$ cat src/rtl/wdog_pkg.sv
package wdog_pkg;
    localparam int ADDR_CNT  = 0;
    localparam int ADDR_CTRL = 1;

    localparam int BIT_OVF  = 7;
    localparam int BIT_MODE = 6;
    localparam int BIT_EN   = 5;
    localparam int BIT_RSEL = 4;
    localparam int BIT_SRC  = 0;

    typedef struct packed {
        logic mode;     // 1 = watchdog, 0 = interval
        logic en;
        logic rst_sel;  // 1 = reset on overflow, 0 = interrupt
    } ctrl_t;

    localparam ctrl_t CTRL_DEFAULT = '{mode: 1'b0, en: 1'b0, rst_sel: 1'b0};

    typedef struct packed {
        ctrl_t ctrl;
        logic  ovf;
        logic  src;
        logic  nmi;
    } core_st_t;
endpackage

$ cat src/rtl/wdog_counter.sv
module wdog_counter #(
    parameter int W = 8
) (
    input  logic         clk,
    input  logic         clr,
    input  logic         load,
    input  logic [W-1:0] load_val,
    input  logic         step,
    output logic [W-1:0] value,
    output logic         wrap
);
    logic [W-1:0] cnt_d, cnt_q;

    always_comb begin
        wrap  = step && !load && !clr && (cnt_q == {W{1'b1}});
        cnt_d = cnt_q;
        if (clr)
            cnt_d = '0;
        else if (load)
            cnt_d = load_val;
        else if (step)
            cnt_d = cnt_q + 1'b1;
    end

    always_ff @(posedge clk) begin
        cnt_q <= cnt_d;
    end

    assign value = cnt_q;
endmodule

$ cat src/rtl/wdog_pulse.sv
module wdog_pulse #(
    parameter int LEN = 518
) (
    input  logic clk,
    input  logic clr,
    input  logic start,
    output logic active
);
    localparam int CW = $clog2(LEN + 1);

    logic [CW-1:0] left_d, left_q;

    always_comb begin
        left_d = left_q;
        if (clr)
            left_d = '0;
        else if (start)
            left_d = CW'(LEN);
        else if (left_q != '0)
            left_d = left_q - 1'b1;
    end

    always_ff @(posedge clk) begin
        left_q <= left_d;
    end

    assign active = (left_q != '0);
endmodule

$ cat src/rtl/wdog_core.sv
module wdog_core
    import wdog_pkg::*;
#(
    parameter int CNT_W   = 8,
    parameter int INT_LEN = 518,
    parameter int EXT_LEN = 132
) (
    input  logic       clk,
    input  logic       pin_rst_n,
    input  logic       tick,
    input  logic       wr_en,
    input  logic       wr_addr,
    input  logic [7:0] wr_data,
    input  logic       rd_addr,
    output logic [7:0] rd_data,
    output logic       int_rst,
    output logic       ext_rst_n,
    output logic       nmi_req
);
    localparam int DW = 8;

    core_st_t st_d, st_q;

    logic             pin_rst;
    logic             hold;
    logic             step;
    logic             wrap;
    logic             wr_cnt;
    logic             wr_ctl;
    logic             wd_start;
    logic             ext_active;
    logic [CNT_W-1:0] cnt_val;

    assign pin_rst  = !pin_rst_n;
    assign hold     = pin_rst || int_rst;
    assign step     = tick && st_q.ctrl.en && st_q.ctrl.mode && !hold;
    assign wr_cnt   = wr_en && (wr_addr == 1'(ADDR_CNT)) && !hold;
    assign wr_ctl   = wr_en && (wr_addr == 1'(ADDR_CTRL)) && !hold;
    assign wd_start = wrap && st_q.ctrl.rst_sel;

    wdog_counter #(.W(CNT_W)) u_cnt (
        .clk      (clk),
        .clr      (hold),
        .load     (wr_cnt),
        .load_val (wr_data[CNT_W-1:0]),
        .step     (step),
        .value    (cnt_val),
        .wrap     (wrap)
    );

    wdog_pulse #(.LEN(INT_LEN)) u_int_pulse (
        .clk    (clk),
        .clr    (pin_rst),
        .start  (wd_start),
        .active (int_rst)
    );

    wdog_pulse #(.LEN(EXT_LEN)) u_ext_pulse (
        .clk    (clk),
        .clr    (pin_rst),
        .start  (wd_start),
        .active (ext_active)
    );

    assign ext_rst_n = !ext_active;
    assign nmi_req   = st_q.nmi;

    always_comb begin
        st_d     = st_q;
        st_d.nmi = 1'b0;
        if (pin_rst) begin
            st_d.ctrl = CTRL_DEFAULT;
            st_d.ovf  = 1'b0;
            st_d.src  = 1'b1;
        end else if (int_rst) begin
            st_d.ctrl = CTRL_DEFAULT;
            st_d.ovf  = 1'b0;
        end else begin
            if (wr_ctl) begin
                st_d.ctrl.mode    = wr_data[BIT_MODE];
                st_d.ctrl.en      = wr_data[BIT_EN];
                st_d.ctrl.rst_sel = wr_data[BIT_RSEL];
                st_d.ovf          = st_q.ovf && wr_data[BIT_OVF];
            end
            if (wrap) begin
                st_d.ovf = 1'b1;
                if (st_q.ctrl.rst_sel)
                    st_d.src = 1'b0;
                else
                    st_d.nmi = 1'b1;
            end
        end
    end

    always_ff @(posedge clk) begin
        st_q <= st_d;
    end

    always_comb begin
        rd_data = '0;
        if (rd_addr == 1'(ADDR_CNT)) begin
            rd_data = DW'(cnt_val);
        end else begin
            rd_data[BIT_OVF]  = st_q.ovf;
            rd_data[BIT_MODE] = st_q.ctrl.mode;
            rd_data[BIT_EN]   = st_q.ctrl.en;
            rd_data[BIT_RSEL] = st_q.ctrl.rst_sel;
            rd_data[BIT_SRC]  = st_q.src;
        end
    end
endmodule

$ cat config.mk
export PLATFORM = sky130hd
export DESIGN_NAME = wdog_core
export DESIGN_NICKNAME = d
export VERILOG_FILES = /design/src/rtl/wdog_pkg.sv /design/src/rtl/wdog_counter.sv /design/src/rtl/wdog_pulse.sv /design/src/rtl/wdog_core.sv
export SDC_FILE = /design/constraint.sdc
export NUM_CORES = 1
export LEC_CHECK = 0
export ABC_AREA = 1
export CAP_MARGIN = 10
export CORE_UTILIZATION = 50
export CTS_CLUSTER_DIAMETER = 50
export DETAILED_ROUTE_END_ITERATION = 10
export DONT_BUFFER_PORTS = 1
export PLACE_DENSITY = 0.65
export SLEW_MARGIN = 20
export SYNTH_ARGS = -nofsm -noshare
export SYNTH_HDL_FRONTEND = slang
export SYNTH_SLANG_ARGS = --single-unit
$ cat constraint.sdc
create_clock -name clk -period 3.8 [get_ports clk]
set_clock_uncertainty 0.1 [all_clocks]
set_input_delay 1.14 -clock clk [delete_from_list [all_inputs] [get_ports clk]]
set_output_delay 1.14 -clock clk [all_outputs]
set_load 0.01 [all_outputs]
==> key figures, run 1 <==
Status
  • Status: complete, no violations

Setup path
  • Crit path max fanout: 9
  • R2R Setup Slk: 1.78 ns
  • CP required: 2.56 ns
  • Worst EP arrival: 1.54 ns
  • Setup crit end kind: output port
  • WS Path Type: flip-flop to output port
  • Crit start category: flip-flop

Synthesis
  • Yosys cell types: 24
  • Syn_area_per_cell: 6.79 um^2
  • Synthesized cell area: 1870 um^2
  • Register area share after synthesis: 0.343
  • Yosys Warn Count: 0
  • Yosys reg bits: 32
  • Synthesized Nets: 294
  • Post-Syn Instances: 275

Detailed routing
  • Vias per cell: 5.13
  • Pre-antenna DRT Iters: 4
  • Detailed Route Iter0 Violations: 128
  • Final ANT Viol Nets: 0
  • DRC violations left: 0
  • Final WL: 3820 um
  • Vias: 1672
  • Wirelength per Cell: 11.7 um

Power and ir drop
  • Sw Pwr: 0.549 mW
  • Sequential share of power: 0.332
  • Leak: 0.956 nW
  • Pwr dens: 673 nW/um^2
  • Switching Share: 0.404
  • Power Internal: 0.808 mW
  • Comb pwr share: 0.429
  • Clock Power Share: 0.239
  • Worst-case vdd ir drop: 0.293 mV

Floorplan
  • Die area: 3980 um^2
  • Row cnt: 21
  • Die height: 63.1 um
  • Core Area: 3470 um^2
  • I/O Pins: 25
  • Die width: 63.1 um
  • Initial Util: 0.538

Clocking
  • CTS root buf: clkbuf_8
  • Total setup buffers inserted after CTS: 0
  • Worst skew pair latency: 0.29 ns
  • Post-cts resize count: 0
  • Clock buffer count from CTS: 5
  • Depth of the CTS H-tree: 2
  • Clock-pin slew of the registers on the worst-case setup and hold paths: 0.07 ns
  • CTS sink cnt: 32
  • Clk buf depth: 2
  • # hold bufs at CTS: 0
  • CTS tree: built

Timing
  • Tcrit/Tclk final: 0.731
  • Fmax: 360 MHz
  • Unrepaired setup endpoints after global routing: no
  • Slew HR: 0.679
  • Final setup vio count: 0
  • Final setup TNS: 0 ns
  • Worst setup margin: 1.02 ns
  • Final min period: 2.78 ns
  • Worst-margin pin slew: 0.480 ns
  • Final Hold Viols: 0
  • Slew Limit Fails: 0

Global route
  • Vias in the first global route: 1600
  • Largest net degree at the start of global routing: 14
  • Total GRT Usage: 0.219
  • First-pass GRT wire length: 6830 um
  • Gr ovfl total: 0
  • Initial antenna violation count: 0

Finish
  • Commonest non-fill, non-tap cells in the layout: nand2_1, inv_1, nor2_1
  • Area growth, synth to finish: 7.98%
  • # fillers: 350
  • Share of layout cells above drive strength 1: 0.0750
  • Final #Nets: 298
  • Antenna fix cells: 0
  • Commonest non-fill, non-tap cell in the layout: nand2_1

Placement
  • IO Port Bufs: 0
  • Dpl hpwl: 2840 um
  • Gpl congestion: 0.911
  • Pre-CTS setup slack: 1.08 ns

Run
  • Max-cap check violation count: 0

Worst hold path
  • Worst Hold Class: flip-flop to flip-flop
==> metrics by stage <==
stage / instances / power, mW / cell area, um^2 / util / hold slack (ns)
floorplan: 275 / 0.946 / 1870 / - / 0.344
global placement: 318 / 1.03 / 1910 / 0.550 / 0.357
detailed placement: 318 / 1.04 / 1910 / 0.550 / 0.361
CTS: 326 / 1.37 / 2020 / 0.581 / 0.374
global route: 326 / 1.50 / 2020 / 0.581 / 0.417
finish: 326 / 1.36 / 2020 / 0.581 / 0.375
==> layout make-up <==
class	instances	area, um^2	share of cell area
timing repair buffer	1	7.51	0.00372
clock buffer	6	72.6	0.0360
inverter	49	184	0.0912
clock inverter	2	35.0	0.0174
tap	46	57.6	0.0286
multi-input combinational	190	1020	0.505
sequential	32	641	0.318
==> power groups by stage <==
stage	Combinational, mW	Sequential [mW]	Clock, mW
after CTS	0.585	0.450	0.333
after floorplan	0.499	0.448	0
final	0.582	0.450	0.325
after global placement	0.577	0.456	0
after global routing	0.691	0.457	0.348
after detailed placement	0.581	0.457	0
==> critical path, stage by stage, from the launching register on <==
cell and delay (ns):
dfxtp_1 0.33, inv_1 0.08, nand2_1 0.06, nor3_1 0.19, nand4_1 0.36, inv_1 0.24
==> state kept, by name (all words and copies together) (netlist names) <==
signal / cells
st_q: 5
u_ext_pulse.left_q: 8
nmi_req: 1
u_int_pulse.left_q: 10
u_cnt.value: 8
==> final timing paths <==
path | start | endpoint | cells past startpoint
worst min-delay path | st_q[2] | st_q[2] | 2
worst min register to register | st_q[2] | st_q[2] | 2
worst max-delay path | u_ext_pulse.left_q[2] | ext_rst_n | 5
worst max register to register | u_int_pulse.left_q[0] | u_cnt.value[4] | 10
==> cells in the mapped netlist (all sizes together) <==
cell,instances,area [um^2]
nand2,52,203
inv,48,180
nor2,45,206
nand3,34,188
dfxtp,32,641
xor2,13,114
a21oi,12,60.1
o21ai,12,60.1
nand4,7,58.8
nor3,7,35.0
ha,5,62.6
buf,2,16.3
clkbuf,2,7.51
clkinv,1,3.75
mux2,1,11.3
nor4,1,12.5
o21bai,1,7.51
==> cells by family (layout without fill, tap and decap cells) <==
logic type / count (synthesis) / in the layout / synth area share
AO/OA/AOI/OAI: 25 / 25 / 0.0684
buffers and inverters: 53 / 58 / 0.111
flip-flops: 32 / 32 / 0.343
multiplexers: 1 / 1 / 0.00603
adder cells (fa/ha/maj): 5 / 5 / 0.0335
AND/OR/NAND/NOR: 146 / 146 / 0.377
XOR/XNOR: 13 / 13 / 0.0610
==> routing by layer <==
| layer | part of all wire | track usage | vias up |
|---|---|---|---|
| li1 | - | - | 874 |
| met5 | 0 | 0 | - |
| met1 | 0.47 | 0.259 | 738 |
| met2 | 0.45 | 0.356 | 50 |
| met3 | 0.055 | 0.0652 | 10 |
| met4 | 0.025 | 0.108 | 0 |
Note: power is estimated with default switching activity, not from simulation.
==> run 2: changes to the inputs <==
==> constraint.sdc (replaced) <==
create_clock -name clk -period 2.88 [get_ports clk]
set_clock_uncertainty 0.1 [all_clocks]
set_input_delay 0.864 -clock clk [delete_from_list [all_inputs] [get_ports clk]]
set_output_delay 0.864 -clock clk [all_outputs]
set_load 0.01 [all_outputs]
==> key figures, run 2 (synthesis results as in run 1) <==
Status
  • Status: complete, no violations

Placement
  • Dpl hpwl: 3000 um (+5.7%)
  • IO Port Bufs: 0 (unchanged)
  • Gpl congestion: 0.943 (+3.5%)
  • Placed cell area: 1920 um^2 (+0.39%)

Timing
  • Slew HR: 0.716 (+0.0373)
  • Final Hold Viols: 0 (unchanged)
  • Tcrit/Tclk final: 0.864
  • Final min period: 2.49 ns
  • Final setup vio count: 0 (unchanged)
  • Worst-margin pin slew: 0.424 ns (-0.0558 ns)
  • Slew Limit Fails: 0 (unchanged)
  • Hold slack: 0.373 ns (-0.00182 ns)
  • Fmax: 402 MHz
  • Final setup TNS: 0 ns (unchanged)
  • Unrepaired setup endpoints after global routing: no

Detailed routing
  • Detailed Route Iter0 Violations: 85 (-34%)
  • Vias: 1642 (-1.8%)
  • Final ANT Viol Nets: 0 (unchanged)
  • Met1 WL: 1890 um (+4.3%)
  • Top sig layer: met4
  • DRC violations left: 0 (unchanged)
  • Met3 wire length: 224 um (+6.7%)
  • Vias per cell: 5.02 (-2.1%)
  • Wirelength per Cell: 12.1 um (+3.6%)
  • Pre-antenna DRT Iters: 4 (unchanged)
  • Final WL: 3970 um (+3.9%)
  • Met2 wire len: 1800 um (+5.6%)

Clocking
  • Total setup buffers inserted after CTS: 0 (unchanged)
  • Depth of the CTS H-tree: 2 (unchanged)
  • CTS root buf: clkbuf_8
  • Worst skew pair latency: 0.29 ns (about the same)
  • Clk buf depth: 2 (unchanged)
  • Clock-pin slew of the registers on the worst-case setup and hold paths: 0.07 ns (about the same)
  • # hold bufs at CTS: 0 (unchanged)
  • CTS sink cnt: 32 (unchanged)
  • CTS tree: built
  • Clock buffer count from CTS: 5 (unchanged)
  • Post-cts resize count: 0 (unchanged)

Finish
  • Commonest non-fill, non-tap cell in the layout: nand2_1
  • Final #Nets: 299 (+0.34%)
  • Share of layout cells above drive strength 1: 0.0819 (+0.00685)
  • Design area: 2010 um^2 (-0.37%)
  • Antenna fix cells: 0 (unchanged)
  • Commonest non-fill, non-tap cells in the layout: nand2_1, inv_1, nor2_1
  • Largest Register: u_int_pulse.left_q
  • Area growth, synth to finish: 7.57%
  • Max FFs per register: 10 (unchanged)

Power and ir drop
  • Comb pwr share: 0.451 (+0.022)
  • Worst-case vdd ir drop: 0.254 mV (-13%)
  • Switching Share: 0.421 (+0.0167)
  • Sequential share of power: 0.341 (+0.009)
  • Pwr dens: 869 nW/um^2 (+29%)
  • Power Internal: 1.01 mW (+25%)
  • Clock Power Share: 0.209 (-0.030)
  • Sw Pwr: 0.735 mW (+34%)
  • Leak: 0.957 nW (about the same)

Setup path
  • Setup crit end kind: output port
  • Crit path max fanout: 9 (unchanged)
  • Critical R2R Launch: u_int_pulse.left_q[0]
  • R2R Setup Slk: 0.94 ns (-0.84 ns)
  • Worst EP arrival: 1.53 ns (about the same)
  • CP required: 1.92 ns (-0.64 ns)
  • Max stage delay on crit path: 0.32 ns (-0.04 ns)
  • CP Launch Point: u_int_pulse.left_q[0]
  • Slowest CP cell: dfxtp_1
  • Crit start category: flip-flop
  • WS Path Type: flip-flop to output port
  • CP cell instances: inv_1 -> ha_1 -> nand3_1 -> nor2_4 -> clkinv_1

Floorplan
  • Die height: 63.1 um (unchanged)
  • Die area: 3980 um^2 (unchanged)
  • Row cnt: 21 (unchanged)
  • Initial Util: 0.538 (unchanged)
  • Core Area: 3470 um^2 (unchanged)
  • I/O Pins: 25 (unchanged)
  • Die width: 63.1 um (unchanged)

Worst hold path
  • Hold Startpoint: st_q[2]
  • Worst Hold Class: flip-flop to flip-flop

Run
  • Max-cap check violation count: 0 (unchanged)

Global route
  • First-pass GRT wire length: 7290 um (+6.7%)
  • Gr ovfl total: 0 (unchanged)
  • Largest net degree at the start of global routing: 14 (unchanged)
  • Total GRT Usage: 0.234 (+0.0152)
  • Initial antenna violation count: 0 (unchanged)
  • Vias in the first global route: 1654 (+3.4%)
## run 2: cell types whose count changed in the layout (fill, tap and decap cells not counted), sizes merged
cell    previous run  this run
bufinv             1         0
buf                1         2
clkinv             2         3
## run 2: path summary, 6_finish.rpt
path	endpoint	cells after the start
worst max-delay path	int_rst	5
worst min-delay path	st_q[2]	2
worst max register to register	u_cnt.value[6]	10
worst min register to register	st_q[2]	2
## run 2: per-layer routing
| layer | GRT usage | vias up |
|---|---|---|
| met5 | 0 | - |
| met2 | 0.383 | 45 |
| met4 | 0.110 | 0 |
| li1 | - | 872 |
| met3 | 0.0507 | 5 |
| met1 | 0.289 | 720 |
## run 2: layout make-up
| cell class | instances | area (um^2) |
|---|---|---|
| Sequential cell | 32 | 641 |
| Multi-Input combinational cell | 190 | 1020 |
| Timing Repair Buffer | 2 | 15.0 |
| Clock buffer | 6 | 82.6 |
| Tap cell | 46 | 57.6 |
| Inverter | 49 | 184 |
| Clock inverter | 2 | 10.0 |
| Fill cell | 382 | 1460 |
## run 2: through the flow
stage	setup slack (ns)	cells	total power, mW	utilization
2_1_floorplan	0.574	275	1.25	-
3_3_place_gp	0.690	319	1.38	0.552
3_5_place_dp	0.699	319	1.39	0.552
4_1_cts	0.382	327	1.76	0.579
5_1_grt	0.248	327	1.94	0.579
6_report	0.391	327	1.75	0.579
## run 2: critical path: cells and delay by family (launching register included)
kind | cells | cell delay (ns)
buffers and inverters | 2 | 0.42
AND/OR/NAND/NOR | 2 | 0.31
adder cells (fa/ha/maj) | 1 | 0.19
flip-flops | 1 | 0.32
## run 2: power groups by stage
stage	Sequential (mW)	Clock [mW]	Combinational [mW]
2_1_floorplan	0.590	0	0.658
3_3_place_gp	0.602	0	0.779
3_5_place_dp	0.604	0	0.786
4_1_cts	0.594	0.369	0.792
5_1_grt	0.606	0.391	0.941
6_report	0.595	0.364	0.786
